### src/rtl/adc_fe_pkg.sv
`timescale 1ns/1ps
package adc_fe_pkg;
  localparam int NUM_SLOTS = 5;
  localparam int CH_W      = 5;
  localparam int DATA_W    = 12;
  localparam int ACC_W     = 17;
  localparam int ADDR_W    = 4;
  localparam int BUS_W     = 16;
  localparam logic [CH_W-1:0]   CH_OFF      = 5'h1F;
  localparam logic [ADDR_W-1:0] ADDR_STATUS = 4'd5;
  localparam logic [ADDR_W-1:0] ADDR_RESULT = 4'd6;
  localparam logic [ADDR_W-1:0] ADDR_CFG    = 4'd7;
  localparam logic [ADDR_W-1:0] ADDR_GCTRL  = 4'd8;
  localparam logic [ADDR_W-1:0] ADDR_GSTAT  = 4'd9;

  typedef struct packed {
    logic accClear;
    logic accAdd;
    logic resLoad;
  } dp_strobe_t;

  typedef enum logic [2:0] {ST_IDLE, ST_CAL, ST_START, ST_WAIT, ST_FIN} fe_state_t;
endpackage

### src/rtl/adc_fe_datapath.sv
`timescale 1ns/1ps
module adc_fe_datapath
  import adc_fe_pkg::*;
(
  input  logic              clk,
  input  logic              rstN,
  input  dp_strobe_t        strobe,
  input  logic              avgEn,
  input  logic [1:0]        avgSel,
  input  logic [1:0]        resMode,
  input  logic [DATA_W-1:0] convData,
  output logic              lastSample,
  output logic [DATA_W-1:0] result
);
  localparam int CNT_W = 6;

  logic [ACC_W-1:0]  acc;
  logic [CNT_W-1:0]  sampleCnt;
  logic [CNT_W-1:0]  sampleTotal;
  logic [2:0]        shiftAmt;
  logic [DATA_W-1:0] avgVal;
  logic [DATA_W-1:0] shaped;

  always_comb begin
    sampleTotal = avgEn ? (CNT_W'(4) << avgSel) : CNT_W'(1);
    lastSample  = (sampleCnt == sampleTotal - CNT_W'(1));
    shiftAmt    = avgEn ? ({1'b0, avgSel} + 3'd2) : 3'd0;
    avgVal      = DATA_W'(acc >> shiftAmt);
  end

  // result width shaping, one variant per mode code
  for (genvar m = 0; m < 1; m++) begin : g_shape
    always_comb begin
      case (resMode)
        2'd0:    shaped = avgVal >> 4;
        2'd1:    shaped = avgVal >> 2;
        default: shaped = avgVal;
      endcase
    end
  end

  always_ff @(posedge clk) begin
    if (!rstN) begin
      acc       <= '0;
      sampleCnt <= '0;
      result    <= '0;
    end else begin
      if (strobe.accClear) begin
        acc       <= '0;
        sampleCnt <= '0;
      end else if (strobe.accAdd) begin
        acc       <= acc + ACC_W'(convData);
        sampleCnt <= sampleCnt + CNT_W'(1);
      end
      if (strobe.resLoad) result <= shaped;
    end
  end
endmodule

### src/rtl/adc_fe_ctrl.sv
`timescale 1ns/1ps
module adc_fe_ctrl
  import adc_fe_pkg::*;
#(
  parameter int CAL_CYCLES = 64
)(
  input  logic              clk,
  input  logic              rstN,
  input  logic              wrEn,
  input  logic              rdEn,
  input  logic [ADDR_W-1:0] addr,
  input  logic [BUS_W-1:0]  wrData,
  output logic [BUS_W-1:0]  rdData,
  input  logic              trigIn,
  input  logic              convReady,
  output logic              convStart,
  output logic [CH_W-1:0]   convChannel,
  output logic              irqOut,
  output dp_strobe_t        strobe,
  input  logic              lastSample,
  input  logic [DATA_W-1:0] result,
  output logic              avgEn,
  output logic [1:0]        avgSel,
  output logic [1:0]        resMode,
  output logic              doneFlag,
  output logic              calFail,
  output logic              calBusy
);
  localparam int CAL_W = (CAL_CYCLES > 1) ? $clog2(CAL_CYCLES) : 1;
  localparam int PTR_W = $clog2(NUM_SLOTS);

  fe_state_t            state;
  logic [CH_W-1:0]      slotCh [NUM_SLOTS];
  logic [NUM_SLOTS-1:0] slotIen;
  logic [BUS_W-1:0]     cfgReg;
  logic [CAL_W-1:0]     calCnt;
  logic [PTR_W-1:0]     ptr;
  logic [CH_W-1:0]      curCh;
  logic                 curIen, irqArm;
  logic hwMode, calReq, swStart, trigTake, hwHit, cfgWr, calEnd, setDone, rdResult;

  always_comb begin
    hwMode   = cfgReg[13];
    cfgWr    = wrEn && addr == ADDR_CFG;
    rdResult = rdEn && addr == ADDR_RESULT;
    calReq   = state == ST_IDLE && wrEn && addr == ADDR_GCTRL && wrData[7];
    swStart  = state == ST_IDLE && wrEn && addr == ADDR_W'(0) && !hwMode
               && wrData[CH_W-1:0] != CH_OFF;
    trigTake = state == ST_IDLE && trigIn && hwMode && !calReq;
    hwHit    = trigTake && slotCh[ptr] != CH_OFF;
    calEnd   = state == ST_CAL && !cfgWr && calCnt == CAL_W'(CAL_CYCLES - 1);
    setDone  = calEnd || state == ST_FIN;
    strobe.accClear = swStart || hwHit;
    strobe.accAdd   = state == ST_WAIT && convReady;
    strobe.resLoad  = state == ST_FIN;
    calBusy     = state == ST_CAL;
    convStart   = state == ST_START;
    convChannel = curCh;
    irqOut      = doneFlag && irqArm;
    avgSel      = cfgReg[15:14];
    resMode     = cfgReg[3:2];
  end

  always_comb begin
    rdData = '0;
    for (int s = 0; s < NUM_SLOTS; s++)
      if (addr == ADDR_W'(s)) rdData = {8'h00, slotIen[s], 2'b00, slotCh[s]};
    case (addr)
      ADDR_STATUS: rdData = {15'b0, doneFlag};
      ADDR_RESULT: rdData = {4'b0, result};
      ADDR_CFG:    rdData = cfgReg;
      ADDR_GCTRL:  rdData = {8'h00, calBusy, 1'b0, avgEn, 5'b0};
      ADDR_GSTAT:  rdData = {14'b0, calFail, calBusy};
      default: ;
    endcase
  end

  always_ff @(posedge clk) begin
    if (!rstN) begin
      for (int s = 0; s < NUM_SLOTS; s++) slotCh[s] <= CH_OFF;
      slotIen <= '0;
      cfgReg  <= '0;
      avgEn   <= 1'b0;
    end else if (wrEn) begin
      for (int s = 0; s < NUM_SLOTS; s++)
        if (addr == ADDR_W'(s)) begin
          slotCh[s]  <= wrData[CH_W-1:0];
          slotIen[s] <= wrData[7];
        end
      if (addr == ADDR_CFG)   cfgReg <= wrData;
      if (addr == ADDR_GCTRL) avgEn  <= wrData[5];
    end
  end

  always_ff @(posedge clk) begin
    if (!rstN) begin
      state    <= ST_IDLE;
      calCnt   <= '0;
      calFail  <= 1'b0;
      ptr      <= '0;
      curCh    <= CH_OFF;
      curIen   <= 1'b0;
      irqArm   <= 1'b0;
      doneFlag <= 1'b0;
    end else begin
      if (setDone)       doneFlag <= 1'b1;
      else if (rdResult) doneFlag <= 1'b0;
      case (state)
        ST_IDLE: begin
          if (calReq) begin
            state   <= ST_CAL;
            calCnt  <= '0;
            calFail <= 1'b0;
          end else if (swStart) begin
            state  <= ST_START;
            curCh  <= wrData[CH_W-1:0];
            curIen <= wrData[7];
          end else if (trigTake) begin
            ptr <= (ptr == PTR_W'(NUM_SLOTS - 1)) ? '0 : ptr + PTR_W'(1);
            if (hwHit) begin
              state  <= ST_START;
              curCh  <= slotCh[ptr];
              curIen <= slotIen[ptr];
            end
          end
        end
        ST_CAL: begin
          if (cfgWr) begin
            calFail <= 1'b1;
            state   <= ST_IDLE;
          end else if (calEnd) begin
            irqArm <= slotIen[0];
            state  <= ST_IDLE;
          end else calCnt <= calCnt + CAL_W'(1);
        end
        ST_START: state <= ST_WAIT;
        ST_WAIT:  if (convReady) state <= lastSample ? ST_FIN : ST_START;
        ST_FIN: begin
          irqArm <= curIen;
          state  <= ST_IDLE;
        end
        default: state <= ST_IDLE;
      endcase
    end
  end
endmodule

### src/rtl/adc_fe_top.sv
`timescale 1ns/1ps
module adc_fe_top
  import adc_fe_pkg::*;
#(
  parameter int CAL_CYCLES = 64
)(
  input  logic              clk,
  input  logic              rstN,
  input  logic              wrEn,
  input  logic              rdEn,
  input  logic [ADDR_W-1:0] addr,
  input  logic [BUS_W-1:0]  wrData,
  output logic [BUS_W-1:0]  rdData,
  input  logic              trigIn,
  output logic              convStart,
  output logic [CH_W-1:0]   convChannel,
  input  logic              convReady,
  input  logic [DATA_W-1:0] convData,
  output logic              irqOut
);
  dp_strobe_t        strobe;
  logic              lastSample, avgEn, doneFlag, calFail, calBusy;
  logic [1:0]        avgSel, resMode;
  logic [DATA_W-1:0] result;

  adc_fe_ctrl #(.CAL_CYCLES(CAL_CYCLES)) i_ctrl (
    .clk(clk), .rstN(rstN), .wrEn(wrEn), .rdEn(rdEn), .addr(addr),
    .wrData(wrData), .rdData(rdData), .trigIn(trigIn), .convReady(convReady),
    .convStart(convStart), .convChannel(convChannel), .irqOut(irqOut),
    .strobe(strobe), .lastSample(lastSample), .result(result),
    .avgEn(avgEn), .avgSel(avgSel), .resMode(resMode),
    .doneFlag(doneFlag), .calFail(calFail), .calBusy(calBusy)
  );

  adc_fe_datapath i_dp (
    .clk(clk), .rstN(rstN), .strobe(strobe), .avgEn(avgEn), .avgSel(avgSel),
    .resMode(resMode), .convData(convData), .lastSample(lastSample),
    .result(result)
  );
endmodule

### config.mk
export PLATFORM = sky130hd
export DESIGN_NAME = adc_fe_top
export DESIGN_NICKNAME = d
export VERILOG_FILES = /design/src/rtl/adc_fe_pkg.sv /design/src/rtl/adc_fe_datapath.sv /design/src/rtl/adc_fe_ctrl.sv /design/src/rtl/adc_fe_top.sv
export SDC_FILE = /design/constraint.sdc
export NUM_CORES = 1
export LEC_CHECK = 0
export CAP_MARGIN = 30
export CORE_MARGIN = 2
export CORE_UTILIZATION = 32
export DETAILED_ROUTE_END_ITERATION = 16
export SYNTH_ARGS = -nofsm -noshare
export SYNTH_HDL_FRONTEND = slang
export SYNTH_SLANG_ARGS = --single-unit
### constraint.sdc
create_clock -name clk -period 3.65 [get_ports clk]
set_input_delay 0.73 -clock clk [delete_from_list [all_inputs] [get_ports clk]]
set_output_delay 0.73 -clock clk [all_outputs]
set_load 0.01 [all_outputs]
==> reports/summary.txt <==
Post-Syn Nets = 736
Share of layout cells above drive strength 1 = 11.3%
Cts repair resizes = 0
Top_reg_cell synth = dfxtp_1
Final Hold Viols = 0
Mux cell area share after synthesis = 12.7%
Sequential share of the synthesized area = 38.8%
Critical Path Max Stage Delay = 0.53 ns
Largest net degree at the start of global routing = 39
Diode count = 0
Reg2reg path depth = 6
Worst hold path startpoint = i_ctrl.cfgReg[5]
First-pass GRT wire length = 26400 um
Setup TNS = 0 ns
DR pass1 iterations = 6
CP Class = primary input to output port
Cells along the critical path = clkdlybuf4s50_1 > buf_4 > nor2b_1 > and2_1 > buf_4 > a22o_1 > clkdlybuf4s50_1
Grt ovf = 0
FF+latch count, synth = 106
Hold path depth = 2
Critical Path RT = 2.92 ns
Die Y = 142 um
Placer Congestion = 0.871
Setup Buffers After CTS = 0
Crit path DAT = 2.75 ns
Leading area contributor after synthesis = dfxtp_1
P&R area growth vs syn = 20.2%
Placement Cell Area = 7060 um^2
CP Launch Type = primary input
Vias/cell = 5.49
Worst-Skew Late Latency = 0.37 ns
Worst-path fanout max = 14
Worst min path class = flip-flop to flip-flop
PortBufs = 60
Vias in the first global route = 4933
Rows = 50
Initial Utilization = 32.7%
Largest family of logic cells by synthesized area = simple AND/OR/NAND/NOR gates
Slew headroom = 39.0%
CTS Hold Buffers Added = 0
Core Box Area = 18700 um^2
DIE WIDTH = 142 um
Setup-failing EPs final = 0
Root buffer selected by CTS = clkbuf_16
Most numerous cell in the Yosys netlist = nand2_1
Final instance area = 7350 um^2
Syn Area/Cell = 8.97 um^2
WL/cell = 17.1 um
# DRC = 0
Clock sink total = 106
Synth warn = 0
P per Cell Area = 335 nW/um^2
Clock transition at path regs = 0.07 ns
R2R Setup Slk = 1.06 ns
Status = complete, no violations
FF-to-FF End = i_dp.acc[2]
Synth Area in Compound Gates = 19.3%
GR Util All Layers = 16.7%
H-tree Lvls = 3
Area contributors post-synth = dfxtp_1, edfxtp_1, mux4_2
CTS Buffer Depth = 2
Vias post-DR = 5361
Actual slew at the worst max-slew pin = 0.913 ns
Post-Synth Simple-Gate Area = 19.4%
Post-Synth XOR/XNOR Area = 2.29%
I/O pins = 61
Unrepaired setup endpoints after global routing = false
Cell area after synthesis = 6110 um^2
Ys async rst share = 0%
Max Transition Viols Final = 0
Maximum vdd drop = 226 uV
Final min period = 3.48 ns
Post-synth EDFFs = 25
Leak pwr = 0.00258 uW
Post-synth top cells = nand2_1, dfxtp_1, a21oi_1, nor2_1, clkbuf_1
Period utilization = 95.4%
Mapped Cells = 681
Detailed-route wire length = 16700 um
Die Area = 20200 um^2
Worst Setup End Kind = output port
Slowest cell on the critical path = clkdlybuf4s50_1
Synth top area share = 26.5%
CTS tree = yes
Layout Nets = 793
First DRT Iteration DRCs = 459
Synth Area in Adders = 3.60%
Fmax = 0.287 GHz
Min-Delay Endpoint = i_ctrl.cfgReg[5]
Number of buffers created by CTS = 9
Worst Skew = 0.00686 ns
Max-cap violations = 0
Yosys cell types = 63
Fill count = 1837
Post-DRT Antenna Nets = 0
Post-DP HPWL = 12400 um
Antenna violations before repair = 1
## per-stage QoR
| stage | setup slack [ns] | instances | hold slack (ns) | util (%) | power (uW) |
|---|---|---|---|---|---|
| 4_1_cts | 0.181 | 977 | 0.459 | 39.3 | 2480 |
| 5_1_grt | 0.0622 | 977 | 0.481 | 39.3 | 2550 |
| 2_1_floorplan | 0.955 | 681 | 0.432 | - | 1390 |
| 6_report | 0.168 | 977 | 0.459 | 39.3 | 2460 |
| 3_3_place_gp | 0.175 | 961 | 0.440 | 37.7 | 1510 |
| 3_5_place_dp | 0.186 | 961 | 0.449 | 37.7 | 1510 |
## cell families (layout without fill, tap and decap cells)
kind of cell	after synthesis	in the layout
AND/OR/NAND/NOR	250	250
AO/OA/AOI/OAI	181	181
flip-flops	106	106
multiplexers	56	56
buffers and inverters	55	117
adder cells (fa/ha/maj)	17	17
XOR/XNOR	16	16
## how the worst max path moves through the flow
stage,startpoint,end,slack [ns],cells past startpoint
6_report,addr[1],rdData[9],0.17,7
5_1_grt,addr[1],rdData[0],0.06,7
4_1_cts,addr[1],rdData[9],0.18,7
3_5_place_dp,addr[0],rdData[0],0.19,6
3_3_place_gp,addr[0],rdData[0],0.18,6
2_1_floorplan,addr[0],rdData[2],0.95,5
## layout by cell type, fill, tap and decap left out, types with 18 or more instances in the layout
cell type / n
nand2_1: 96
dfxtp_1: 81
a21oi_1: 70
clkdlybuf4s50_1: 60
nor2_1: 57
mux2i_1: 26
buf_4: 26
edfxtp_1: 25
o21ai_0: 24
a211oi_1: 18
## final cells by class
class	count	area [um^2]	area share, %
multi-input cells	520	3510	47.8
flip-flops and latches	106	2370	32.3
repair buffers	88	836	11.4
well taps	234	293	3.99
clock buffers	9	225	3.07
clock inverters	7	63.8	0.869
inverters	13	48.8	0.664
## sequential cells by signal, summed over array words and instances (netlist names), named ones only
register / count
i_ctrl.avgEn: 1
i_ctrl.calCnt: 6
i_ctrl.calFail: 1
i_ctrl.cfgReg: 16
i_ctrl.convChannel: 5
i_ctrl.curIen: 1
i_ctrl.doneFlag: 1
i_ctrl.irqArm: 1
i_ctrl.ptr: 3
i_ctrl.slotCh: 25
i_ctrl.slotIen: 5
i_ctrl.state: 3
i_dp.acc: 17
i_dp.result: 12
i_dp.sampleCnt: 6
## critical path, delay by kind of cell
kind / cells / cell delay, ns
AO/OA/AOI/OAI: 1 / 0.13
buffers and inverters: 4 / 1.35
AND/OR/NAND/NOR: 2 / 0.53
## power by group
| part | switching, uW | leakage, uW | internal, uW | total, uW |
|---|---|---|---|---|
| Sequential | 21.2 | 0.000903 | 1230 | 1250 |
| Clock | 498 | 0.000143 | 481 | 979 |
| Combinational | 123 | 0.00154 | 116 | 239 |
## layer usage
| metal | routed length (um) | GRT usage (%) | vias to the layer above | share of wire, % |
|---|---|---|---|---|
| li1 | - | - | 2637 | - |
| met4 | 261 | 4.63 | 2 | 1.6 |
| met1 | 7960 | 22.8 | 2543 | 48 |
| met2 | 7550 | 26.8 | 158 | 45 |
| met3 | 911 | 3.47 | 21 | 5.5 |
| met5 | 11 | 0 | - | 0.066 |
Note: power is estimated with default switching activity, not from simulation.
